[src/rtl/xbm_pkg.sv]
package xbm_pkg;
  localparam int ADDR_W  = 16;
  localparam int DATA_W  = 8;
  localparam int WIN_W   = ADDR_W - 2;
  localparam int BLK_W   = 2;

  // field order follows the software-visible bit positions 7..0
  typedef struct packed {
    logic en;
    logic io_hole;
    logic scr_hole;
    logic rsvd;
    logic sel_hi;
    logic sel_lo;
    logic wp_hi;
    logic wp_lo;
  } ctrl_t;

  typedef struct packed {
    logic exp_region;
    logic win_hi;
    logic hole;
  } region_t;
endpackage

[src/rtl/xbm_ctrl_reg.sv]
module xbm_ctrl_reg
  import xbm_pkg::*;
#(
  parameter logic [ADDR_W-1:0] CTRL_ADDR = 16'hFFF0
) (
  input  logic              clk_i,
  input  logic              rst_ni,
  input  logic [ADDR_W-1:0] addr_i,
  input  logic [DATA_W-1:0] data_i,
  input  logic              we_i,
  output ctrl_t             ctrl_o
);
  logic  hit;
  ctrl_t ctrl_q;

  assign hit = we_i && (addr_i == CTRL_ADDR);

  always_ff @(posedge clk_i or negedge rst_ni) begin
    if (!rst_ni) ctrl_q <= '0;
    else if (hit) ctrl_q <= ctrl_t'(data_i);
  end

  assign ctrl_o = ctrl_q;
endmodule

[src/rtl/xbm_region_decode.sv]
module xbm_region_decode
  import xbm_pkg::*;
#(
  parameter logic [ADDR_W-1:0] IO_FIRST  = 16'hE800,
  parameter logic [ADDR_W-1:0] IO_LAST   = 16'hEFFF,
  parameter logic [ADDR_W-1:0] SCR_FIRST = 16'h8000,
  parameter logic [ADDR_W-1:0] SCR_LAST  = 16'h8FFF
) (
  input  logic [ADDR_W-1:0] addr_i,
  input  ctrl_t             ctrl_i,
  output region_t           region_o
);
  logic in_io, in_scr;

  assign in_io  = (addr_i >= IO_FIRST)  && (addr_i <= IO_LAST);
  assign in_scr = (addr_i >= SCR_FIRST) && (addr_i <= SCR_LAST);

  always_comb begin
    region_o.exp_region = ctrl_i.en && addr_i[ADDR_W-1];
    region_o.win_hi     = addr_i[ADDR_W-2];
    region_o.hole       = (ctrl_i.io_hole && in_io) || (ctrl_i.scr_hole && in_scr);
  end
endmodule

[src/rtl/xbm_route.sv]
module xbm_route
  import xbm_pkg::*;
(
  input  logic [ADDR_W-1:0] addr_i,
  input  logic              we_i,
  input  ctrl_t             ctrl_i,
  input  region_t           region_i,
  output logic [ADDR_W-1:0] xaddr_o,
  output logic              xsel_o,
  output logic              xwe_o
);
  logic [BLK_W-1:0] blk;
  logic             prot;

  always_comb begin
    xsel_o  = region_i.exp_region && !region_i.hole;
    blk     = region_i.win_hi ? {1'b1, ctrl_i.sel_hi} : {1'b0, ctrl_i.sel_lo};
    prot    = region_i.win_hi ? ctrl_i.wp_hi : ctrl_i.wp_lo;
    xaddr_o = xsel_o ? {blk, addr_i[WIN_W-1:0]} : '0;
    xwe_o   = xsel_o && we_i && !prot;
  end
endmodule

[src/rtl/xbank_mapper.sv]
module xbank_mapper
  import xbm_pkg::*;
#(
  parameter logic [15:0] CTRL_ADDR = 16'hFFF0,
  parameter logic [15:0] IO_FIRST  = 16'hE800,
  parameter logic [15:0] IO_LAST   = 16'hEFFF,
  parameter logic [15:0] SCR_FIRST = 16'h8000,
  parameter logic [15:0] SCR_LAST  = 16'h8FFF
) (
  input  logic        clk_i,
  input  logic        rst_ni,
  input  logic [15:0] addr_i,
  input  logic [7:0]  data_i,
  input  logic        we_i,
  output logic [15:0] xaddr_o,
  output logic        xsel_o,
  output logic        xwe_o,
  output logic        main_sel_o
);
  ctrl_t   ctrl;
  region_t region;

  xbm_ctrl_reg #(.CTRL_ADDR(CTRL_ADDR)) u_ctrl (
    .clk_i  (clk_i),
    .rst_ni (rst_ni),
    .addr_i (addr_i),
    .data_i (data_i),
    .we_i   (we_i),
    .ctrl_o (ctrl)
  );

  xbm_region_decode #(
    .IO_FIRST (IO_FIRST),
    .IO_LAST  (IO_LAST),
    .SCR_FIRST(SCR_FIRST),
    .SCR_LAST (SCR_LAST)
  ) u_dec (
    .addr_i   (addr_i),
    .ctrl_i   (ctrl),
    .region_o (region)
  );

  xbm_route u_route (
    .addr_i   (addr_i),
    .we_i     (we_i),
    .ctrl_i   (ctrl),
    .region_i (region),
    .xaddr_o  (xaddr_o),
    .xsel_o   (xsel_o),
    .xwe_o    (xwe_o)
  );

  assign main_sel_o = !xsel_o;
endmodule

[config.mk]
export PLATFORM = sky130hd
export DESIGN_NAME = xbank_mapper
export DESIGN_NICKNAME = d
export VERILOG_FILES = /design/src/rtl/xbm_pkg.sv /design/src/rtl/xbm_ctrl_reg.sv /design/src/rtl/xbm_region_decode.sv /design/src/rtl/xbm_route.sv /design/src/rtl/xbank_mapper.sv
export SDC_FILE = /design/constraint.sdc
export NUM_CORES = 1
export LEC_CHECK = 0
export ABC_AREA = 1
export BUFFER_PORTS_ARGS = -buffer_cell sky130_fd_sc_hd__buf_2
export CAP_MARGIN = 15
export CELL_PAD_IN_SITES_DETAIL_PLACEMENT = 1
export CELL_PAD_IN_SITES_GLOBAL_PLACEMENT = 2
export CORE_MARGIN = 2
export CORE_UTILIZATION = 17
export DETAILED_ROUTE_END_ITERATION = 7
export PLACE_DENSITY = 0.81
export SLEW_MARGIN = 20
export SYNTH_ARGS = -nofsm -noshare
export SYNTH_HDL_FRONTEND = slang
export SYNTH_SLANG_ARGS = --single-unit
[constraint.sdc]
create_clock -name clk_i -period 1.13 [get_ports clk_i]
set_input_delay 0 -clock clk_i [delete_from_list [all_inputs] [get_ports clk_i]]
set_output_delay 0 -clock clk_i [all_outputs]
set_load 0.01 [all_outputs]
# Word level (Yosys, flattened, before mapping)
# Cells that the tools add are included.
# totals
ff_bits	7
inputBits	27
out_inout_bits	19
# classes
n_lt_le_gt_ge	4
n_eq_ne	1
mux	3
n_reduce_logical	13
# op_table
operator	n
$ge A16 B16 Y1 const B	2
$le A16 B16 Y1 const B	2
$eq A16 B16 Y1 const B	1
$mux W16	1
$logic_and A1 B1 Y1	9
$logic_not A1 Y1	3
$mux W2	1
$logic_or A1 B1 Y1	1
$mux W1	1

# Longest topological paths before layout
# Gate-level depths: netlist of run 1.
# logic_depth
word_depth	8
depth_mapped	7

# Modules after synthesis
# From an unflattened synthesis of run 1, not the netlist that was laid out.
# unflattened
hier_cells	116
area_unflattened_um2	740.7
# by_module_without_submodules
mod	instances	cells_each	area_each_um2
xbm_ctrl_reg	1	59	474.2
xbm_route	1	42	202.7
xbm_region_decode	1	14	60.1
xbank_mapper	1	1	3.8

# Least setup slack after synthesis of run 1
# OpenSTA, ideal clock, no wires.
# synth_path
kind	register to output
from	register u_ctrl.ctrl_q, in the netlist u_ctrl.ctrl_o[6]
to	output port xaddr_o[14]
arrival_ns	0.956
required_time_ns	1.130
slack_ns	0.174
stages_incl_launch_ff	7
cell_sequence	dfrtp_1 nand4_1 nand2_1 nand2_2 nand3_4 buf_6 nor2_2
# synth_via
elab_chain_cells	5
# synth_rtl
item	line_no	source
from (decl)	xbm_ctrl_reg.sv:14	ctrl_t ctrl_q;
from (signal assigned)	xbm_ctrl_reg.sv:20	else if (hit) ctrl_q <= ctrl_t'(data_i);
$logic_and A1 B1 Y1	xbm_region_decode.sv:21	region_o.hole = (ctrl_i.io_hole && in_io) || (ctrl_i.scr_hole && in_scr);
$logic_or A1 B1 Y1	xbm_region_decode.sv:21	
$logic_not A1 Y1	xbm_route.sv:16	xsel_o = region_i.exp_region && !region_i.hole;
$logic_and A1 B1 Y1	xbm_route.sv:16	
$mux W16	xbm_route.sv:19	xaddr_o = xsel_o ? {blk, addr_i[WIN_W-1:0]} : '0;
to (decl)	xbank_mapper.sv:15	output logic [15:0] xaddr_o,
# No other way between the ends.

# Final worst setup path of run 1
# layout_path
from	register u_ctrl.ctrl_q, in the netlist u_ctrl.ctrl_o[6]
to	output port xaddr_o[13]
# The elaborated chain is that of the path after synthesis.

==> results of run 1 <==
-- where the power goes --
group / internal [uW] / total [uW] / switching (uW) / leakage (uW)
Sequential: 251 / 251 / 0.0565 / 0.0000978
Combinational: 58.5 / 119 / 60.6 / 0.000517
Clock: 135 / 232 / 96.7 / 0.0000150
Total: 445 / 602 / 157 / 0.000630
-- cell type report --
class	count	area (sq um)
Clock buffer	4	26.3
Tap cell	46	57.6
Sequential cell	7	175
Inverter	20	75.1
Timing Repair Buffer	56	340
Fill cell	464	2340
Multi-Input combinational cell	66	352
-- worst register-to-register path: stages, from the launching register on --
cell	delay, ns
dfrtp_1	0.38
buf_4	0.13
buf_4	0.12
nand2_1	0.06
nand2_1	0.05
-- worst paths after layout --
path / from / end / depth (start not counted)
hold / removal: data_i[5] / u_ctrl.ctrl_o[5] / 3
max in group asynchronous: rst_ni / u_ctrl.ctrl_o[0] / 2
setup reg to reg: u_ctrl.ctrl_o[6] / u_ctrl.ctrl_o[6] / 4
setup / recovery: u_ctrl.ctrl_o[6] / xaddr_o[13] / 7
min in group asynchronous: rst_ni / u_ctrl.ctrl_o[6] / 2
hold reg to reg: u_ctrl.ctrl_o[1] / u_ctrl.ctrl_o[1] / 2
-- routing by layer --
metal | routed length (microns) | up-vias
li1 | - | 398
met1 | 761 | 359
met2 | 1040 | 26
met3 | 94 | 3
met4 | 24 | 0
met5 | 0 | -
-- layout by cell type, fill, tap and decap left out, types with 2 or more instances in the layout --
cell type	instances
nand2_1	27
dlygate4sd3_1	7
nand4_1	2
buf_2	44
nor2_1	9
buf_4	4
inv_1	19
nand3_1	9
nor2_2	12
nor2_4	2
clkbuf_4	3
nand3_4	2
dfrtp_1	7
-- logic make-up after synthesis --
group                  Yosys count  synth area share
buffers and inverters           21             0.143
flip-flops                       7             0.290
multiplexers                     1            0.0166
AND/OR/NAND/NOR                 65             0.550
-- through the flow --
stage	setup slack, ns	area, sq um	util	hold slack [ns]
6_report	-0.199	1030	0.305	-0.00281
5_1_grt	-0.311	1030	0.305	0.0130
4_1_cts	-0.213	1010	0.299	0.000330
3_5_place_dp	0.0335	897	0.267	-0.153
3_3_place_gp	0.0693	897	0.267	-0.160
2_1_floorplan	0.174	603	-	-0.296
-- repair_timing --
action / 4_1_cts / 5_1_grt
hold endpoints to repair: 12 / 1
pin swaps: 1 / 0
hold buffers: 6 / 1
setup endpoints to repair: 19 / 19
setup buffers: 2 / 1
resized for setup: 3 / 1
==> run summary, run 1 <==
vias in the first global route: 819
gp weighted congestion: 0.728
Die Area: 4040 sq um
Fin. Hold Viols: 1
first-pass GRT wire length: 3260 microns
CTS Sinks: 7
Tot Pwr: 602 uW
Non-Filler Instances: 199
total gr overflow: 0
largest net degree at the start of global routing: 14
startpoint types: register
R2R Setup Slk: 0.29 ns
Num CTS Buffers: 3
failing checks: hold timing, setup timing
actual slew at the worst max-slew pin: 0.269 ns
slowest stage delay, CP: 0.38 ns
Crit-path slowest cell: dfrtp_1
initial antenna violation count: 0
nets@finish: 181
Routed Antenna Nets: 0
Slew HR: 0.821
CP Buf/Inv Count: 2
Max Slew Vio Count: 0
synthesis-stage register bit count: 7
num rows: 21
synthesized area: 603 sq um
gr usage total: 0.100
worst setup margin: -0.199 ns
I/O Buffers: 44
IO Pins: 46
Final Skew: 0 ns
met3 Track Usage GR: 0.0214
CP Data Arrival Time: 1.33 ns
share of cells above drive strength 1: 0.464
PwrDens: 587 nW/um^2
Die X: 63.6 microns
DRT iter0 DRCs: 8
post-DR vias/cell: 3.95
Ys Warns: 0
Max-cap violations: 0
endpoints failing setup: 19
met1 Use GR: 0.102
outcome: finished with violations
Area growth syn-to-layout: 70.1%
Max Buffers Root-to-Sink: 2
hold crit path type: in -> reg
Distinct cells, synth: 14
met2 Usage GRT: 0.197
setup TNS: -3.38 ns
Top Usage Layer GRT: met2
Synth area leader: dfrtp_1
CTS tree: done
CP Cell Sequence: nand4_1 > nand2_1 > nand2_2 > nand3_4 > buf_12 > nor2_2 > buf_2
Fmax: 0.752 GHz
Worst Setup End Kind: primary output
DP Cell Count: 185
Placeable Area: 3360 sq um
number of flops mapped to enable cells by yosys: 0
final worst-path cycle share: 1.18
drt first pass iters: 2
Worst path top cell family by delay: simple AND/OR/NAND/NOR gates
CP Class: reg -> out
DRT Wirelength: 1920 microns
via count: 786
Worst-path clk slew: 0.06 ns
synthesized net count: 121
synthesized area per cell: 6.42 sq um
Tmin final: 1.33 ns
Die Y-Extent: 63.6 microns
fraction of registers with async set or reset after synthesis: 1.00
initial core utilization: 0.179
detailed-route DRC error count: 0
Leak: 0.000630 uW
Main synth FF type: dfrtp_1
synth cell count leaders: 27 x nand2_1, 19 x inv_1, 13 x nor2_1
Area contributors post-synth: dfrtp_1 29%, nand2_1 17%, inv_1 12%
H-tree depth: 1
Mapped Cells: 94
ant diodes: 0
most numerous cell in the Yosys netlist: nand2_1
top-area cell type share of the netlist area: 0.290
Crit path required time: 1.13 ns
hold slack final: -0.00281 ns
DP HPWL: 1650 microns
worst vdd ir: 0.469 mV
routed len/inst: 9.65 microns
Crit Path Max Fanout: 13
RSZ-0062 raised after global routing: true
max reg flops: 7
sequential cell area fraction in the yosys report: 0.290
clk root buf: clkbuf_4
Clock Latency Late Sink: 0.25 ns
Note: power is estimated with default switching activity, not from simulation.
==> run 2: changes to the inputs <==
Settings changed: TNS_END_PERCENT set to 20.
==> run 2 against run 1 <==
Net effect:
- cell area down 0.98%
- largest cell class unchanged
- register-to-register slack improved by 0.11 ns
- sequential share of layout area grew 0.17 points
- clock skew stayed put
- maximum frequency shrank 0.72%
- via count is 1.1% lower
- critical path depth stayed put
- combinational power about the same
- critical path type unchanged
- non-clock buffer count down 2
- core utilization down 0.30 points
- the run still ends with hold timing, setup timing left
- final cell count fell by 1.0%
- routed wire length grew 1.1%
==> run summary, run 2 (synthesis results as in run 1) <==
routed len/inst: 9.86 microns (was 9.65 microns)
Worst Setup End Kind: primary output (unchanged)
Routed Antenna Nets: 0 (unchanged)
CP Cell Sequence: nand4_1 > nand2_1 > nand2_2 > nand3_4 > buf_12 > nor2_2 > buf_2 (unchanged)
largest net degree at the start of global routing: 14 (unchanged)
endpoints failing setup: 19 (unchanged)
ant diodes: 0 (unchanged)
detailed-route DRC error count: 0 (unchanged)
DP HPWL: 1650 microns (unchanged)
Die Y-Extent: 63.6 microns (unchanged)
PwrDens: 593 nW/um^2 (was 587 nW/um^2)
worst vdd ir: 0.465 mV (was 0.469 mV)
nets@finish: 179 (was 181)
DRT Wirelength: 1940 microns (was 1920 microns)
RSZ-0062 raised after global routing: true (unchanged)
final worst-path cycle share: 1.18 (about the same)
startpoint types: register (unchanged)
max reg flops: 7 (unchanged)
Fmax: 0.747 GHz (was 0.752 GHz)
Die X: 63.6 microns (unchanged)
share of cells above drive strength 1: 0.470 (was 0.464)
initial antenna violation count: 0 (unchanged)
CP Class: reg -> out (unchanged)
Max Slew Vio Count: 0 (unchanged)
Tmin final: 1.34 ns (was 1.33 ns)
I/O Buffers: 44 (unchanged)
Final Skew: 0 ns (unchanged)
Crit-path slowest cell: dfrtp_1 (unchanged)
vias in the first global route: 817 (was 819)
post-DR vias/cell: 3.94 (was 3.95)
Fin. Hold Viols: 1 (unchanged)
Area growth syn-to-layout: 68.5% (was 70.1%)
Crit path required time: 1.13 ns (about the same)
total gr overflow: 0 (unchanged)
via count: 777 (was 786)
hold slack final: -0.00421 ns (was -0.00281 ns)
Clock Latency Late Sink: 0.25 ns (about the same)
DRT iter0 DRCs: 10 (was 8)
Leak: 0.000621 uW (was 0.000630 uW)
Max-cap violations: 0 (unchanged)
Slew HR: 0.821 (about the same)
Crit Path Max Fanout: 13 (unchanged)
outcome: finished with violations (unchanged)
actual slew at the worst max-slew pin: 0.268 ns (was 0.269 ns)
Num CTS Buffers: 3 (unchanged)
initial core utilization: 0.179 (unchanged)
clk root buf: clkbuf_4 (unchanged)
Die Area: 4040 sq um (unchanged)
CP Data Arrival Time: 1.34 ns (was 1.33 ns)
H-tree depth: 1 (unchanged)
gr usage total: 0.0996 (was 0.100)
Max Buffers Root-to-Sink: 2 (unchanged)
first-pass GRT wire length: 3240 microns (was 3260 microns)
failing checks: hold timing, setup timing (unchanged)
drt first pass iters: 2 (unchanged)
slowest stage delay, CP: 0.38 ns (about the same)
hold crit path type: in -> reg (unchanged)
IO Pins: 46 (unchanged)
CTS tree: done (unchanged)
CTS Sinks: 7 (unchanged)
most frequent cells in the layout: 44 x buf_2, 27 x nand2_1, 19 x inv_1 (unchanged)
Worst-path clk slew: 0.06 ns (about the same)
Placeable Area: 3360 sq um (unchanged)
final core utilization: 0.302 (was 0.305)
commonest non-fill, non-tap cell in the layout: buf_2 (unchanged)
num rows: 21 (unchanged)
setup TNS: -3.43 ns (was -3.38 ns)
worst setup margin: -0.209 ns (was -0.199 ns)
gp weighted congestion: 0.728 (unchanged)
run 2: cell count changes in the layout (fill, tap and decap cells not counted), sizes merged:
cell | before | now
buf | 49 | 47
run 2: layout make-up:
type	count	area, sq um
clock buffer	4	26.3
fill	467	2350
inverter	20	75.1
multi-input combinational	66	357
sequential	7	175
tap	46	57.6
timing repair buffer	54	325
run 2: repair_timing:
action	CTS	global route
buffers inserted	0	1
hold endpoints to repair	12	1
endpoints found under the setup margin	19	19
hold buffers	6	1
resized for setup	3	3
run 2: worst paths after layout:
path	startpoint	end	slack (ns)	cells after the start
min reg2reg	u_ctrl.ctrl_o[1]	u_ctrl.ctrl_o[1]	0.47	2
min	data_i[5]	u_ctrl.ctrl_o[5]	-0.004	3
max in group asynchronous	rst_ni	u_ctrl.ctrl_o[0]	0.86	2
max reg2reg	u_ctrl.ctrl_o[6]	u_ctrl.ctrl_o[6]	0.40	3
max	u_ctrl.ctrl_o[6]	xaddr_o[13]	-0.21	7
min in group asynchronous	rst_ni	u_ctrl.ctrl_o[6]	0.10	2
run 2: worst max-delay path, delay by kind of cell, from the launching register on:
kind,cells,cell delay (ns)
buf+inv,2,0.29
simple gates,5,0.40
flops,1,0.38
run 2: where the power goes:
part | internal [uW] | switching (uW) | leakage [uW]
logic | 58.6 | 61.3 | 0.000508
registers | 251 | 0.0567 | 0.0000978
clock network | 135 | 96.7 | 0.0000150
run 2: metrics by stage:
stage / hold WS [ns] / cells / total power [uW] / setup WS (ns) / area, sq um
3_3_place_gp: -0.160 / 185 / 352 / 0.0693 / 897
5_1_grt: 0.0130 / 197 / 645 / -0.318 / 1020
6_report: -0.00421 / 197 / 603 / -0.209 / 1020
2_1_floorplan: -0.296 / 94 / 290 / 0.174 / 603
4_1_cts: 0.000330 / 195 / 606 / -0.219 / 991
3_5_place_dp: -0.153 / 185 / 357 / 0.0335 / 897
run 2: metal layers:
metal / vias up / part of all wire / routed length, microns / track usage
li1: 394 / - / - / -
met1: 354 / 0.40 / 773 / 0.102
met2: 26 / 0.54 / 1050 / 0.196
met3: 3 / 0.046 / 89 / 0.0214
met4: 0 / 0.012 / 24 / 0.0326
met5: - / 0 / 0 / 0
==> run 3: changes to the inputs <==
Settings changed: GPL_TIMING_DRIVEN set to 0, PLACE_DENSITY 0.81 to unset, PLACE_DENSITY_LB_ADDON set to 0.1.
==> run 3 against run 2 <==
Net effect:
- the flow finishes with violations (setup timing)
- non-clock buffer count is 1 higher
- critical endpoint is now xaddr_o[4]
- power is 0.22% lower
- routed wire length is 5.8% higher
- core utilization is 1.5 points higher
- global-route usage is 0.92 points higher
- maximum frequency is 1.5% higher
==> run summary, run 3 (synthesis results as in run 1) <==
Max-cap violations: 0 (unchanged)
gr usage total: 0.109 (was 0.0996)
Slew HR: 0.785 (was 0.821)
Net Sw Power: 155 uW (was 158 uW)
routed len/inst: 10.4 microns (was 9.86 microns)
CP Data Arrival Time: 1.32 ns (was 1.34 ns)
share of cells above drive strength 1: 0.461 (was 0.470)
clk root buf: clkbuf_4 (unchanged)
Die X: 63.6 microns (unchanged)
final worst-path cycle share: 1.17 (was 1.18)
hold crit path type: in -> async (was in -> reg)
Crit path required time: 1.13 ns (about the same)
nets@finish: 180 (was 179)
first-pass GRT wire length: 3550 microns (was 3240 microns)
Clock Latency Late Sink: 0.25 ns (about the same)
CTS tree: done (unchanged)
Leak: 0.000630 uW (was 0.000621 uW)
Seq pwr share: 0.417 (about the same)
Worst Setup End Kind: primary output (unchanged)
initial antenna violation count: 0 (unchanged)
I/O Buffers: 44 (unchanged)
actual slew at the worst max-slew pin: 0.323 ns (was 0.268 ns)
Num CTS Buffers: 3 (unchanged)
max reg flops: 7 (unchanged)
Final Skew: 0 ns (unchanged)
final-layout fill cell count: 458 (was 467)
startpoint types: register (unchanged)
footprint of the multi-input gates: 369 sq um (was 357 sq um)
endpoints failing setup: 19 (unchanged)
DRT iter0 DRCs: 7 (was 10)
initial core utilization: 0.179 (unchanged)
CP Class: reg -> out (unchanged)
Worst-path clk slew: 0.05 ns (was 0.06 ns)
Crit Path Max Fanout: 10 (was 13)
vias in the first global route: 822 (was 817)
detailed-route DRC error count: 0 (unchanged)
Die Y-Extent: 63.6 microns (unchanged)
post-DR vias/cell: 3.88 (was 3.94)
total gr overflow: 0 (unchanged)
worst setup margin: -0.189 ns (was -0.209 ns)
internal power: 447 uW (was 445 uW)
Routed Antenna Nets: 0 (unchanged)
DP HPWL: 1650 microns (about the same)
failing checks: setup timing (was hold timing, setup timing)
Max Slew Vio Count: 0 (unchanged)
Tmin final: 1.32 ns (was 1.34 ns)
num rows: 21 (unchanged)
Fin. Hold Viols: 0 (was 1)
Fmax: 0.758 GHz (was 0.747 GHz)
CTS Sinks: 7 (unchanged)
Placeable Area: 3360 sq um (unchanged)
Tot Pwr: 601 uW (was 603 uW)
worst vdd ir: 0.401 mV (was 0.465 mV)
outcome: finished with violations (unchanged)
Area growth syn-to-layout: 76.6% (was 68.5%)
ant diodes: 0 (unchanged)
commonest non-fill, non-tap cell in the layout: buf_2 (unchanged)
FF+latch area: 175 sq um (unchanged)
largest net degree at the start of global routing: 11 (was 14)
IO Pins: 46 (unchanged)
Max Buffers Root-to-Sink: 2 (unchanged)
most frequent cells in the layout: 41 x buf_2, 27 x nand2_1, 19 x inv_1 (was 44 x buf_2, 27 x nand2_1, 19 x inv_1)
Die Area: 4040 sq um (unchanged)
Net Sw Frac: 0.257 (was 0.262)
gp weighted congestion: 0.731 (was 0.728)
combinational power share: 0.205 (was 0.199)
Place WS: -0.0249 ns (was 0.0335 ns)
H-tree depth: 1 (unchanged)
via count: 769 (was 777)
DRT Wirelength: 2060 microns (was 1940 microns)
RSZ-0062 raised after global routing: true (unchanged)
clock share of power: 0.377 (was 0.384)
drt first pass iters: 4 (was 2)
PwrDens: 565 nW/um^2 (was 593 nW/um^2)
==> run 3: cell count changes in the layout (fill, tap and decap cells not counted), sizes merged <==
cell         delta
dlygate4sd3     +1
==> run 3: layout make-up <==
| class | instances | area share |
|---|---|---|
| multi-input combinational | 66 | 0.347 |
| sequential | 7 | 0.165 |
| clock buffer | 4 | 0.0247 |
| timing repair buffer | 54 | 0.321 |
| tap | 46 | 0.0541 |
| buffer | 1 | 0.0188 |
| inverter | 20 | 0.0705 |
==> run 3: repair_timing <==
action | CTS | global route
setup buffers | 2 | 0
endpoints found under the setup margin | 19 | 19
endpoints found under the hold margin | 14 | 0
gates resized for setup | 5 | 10
pin swaps | 0 | 1
hold buffers | 8 | 0
==> run 3: worst paths after layout <==
| path | slack (ns) | end | startpoint | cells after the start |
|---|---|---|---|---|
| setup / recovery | -0.19 | xaddr_o[4] | u_ctrl.ctrl_o[6] | 7 |
| hold / removal | 0.12 | u_ctrl.ctrl_o[3] | rst_ni | 2 |
| setup reg to reg | 0.50 | u_ctrl.ctrl_o[7] | u_ctrl.ctrl_o[7] | 2 |
| hold reg to reg | 0.47 | u_ctrl.ctrl_o[0] | u_ctrl.ctrl_o[0] | 2 |
| max in group asynchronous | 0.86 | u_ctrl.ctrl_o[0] | rst_ni | 2 |
| min in group clk_i | 0.21 | u_ctrl.ctrl_o[5] | we_i | 5 |
==> run 3: critical path, stage by stage (launching register included) <==
cell	delay, ns
dfrtp_1	0.37
nand4_1	0.09
nand2_1	0.07
nand2_2	0.07
nand3_4	0.09
buf_12	0.17
nor2_2	0.07
buf_2	0.13
==> run 3: stage by stage <==
step,instance area [sq um],std cells,TNS [ns],hold WS (ns),util
floorplan,603,94,0,-0.296,-
global placement,881,184,-0.0521,-0.153,0.262
detailed placement,881,184,-0.109,-0.154,0.262
CTS,1020,198,-3.75,0.104,0.305
global route,1060,198,-5.36,0.126,0.317
finish,1060,198,-3.22,0.115,0.317
==> run 3: metal layers <==
metal | part of all wire | vias to the layer above | wire length [microns] | GRT usage
met2 | 0.53 | 29 | 1090 | 0.196
met5 | 0 | - | 0 | 0
met3 | 0.074 | 0 | 152 | 0.0250
li1 | - | 397 | - | -
met1 | 0.39 | 343 | 809 | 0.127
met4 | 0 | 0 | 0 | 0.0326
==> run 3: power by group through the flow <==
| stage | clock [uW] | sequential [uW] | combinational, uW |
|---|---|---|---|
| after CTS | 241 | 251 | 123 |
| after global placement | 0 | 255 | 97.6 |
| after floorplan | 0 | 255 | 34.6 |
| after global routing | 255 | 251 | 142 |
| final | 227 | 251 | 123 |
| after detailed placement | 0 | 255 | 101 |
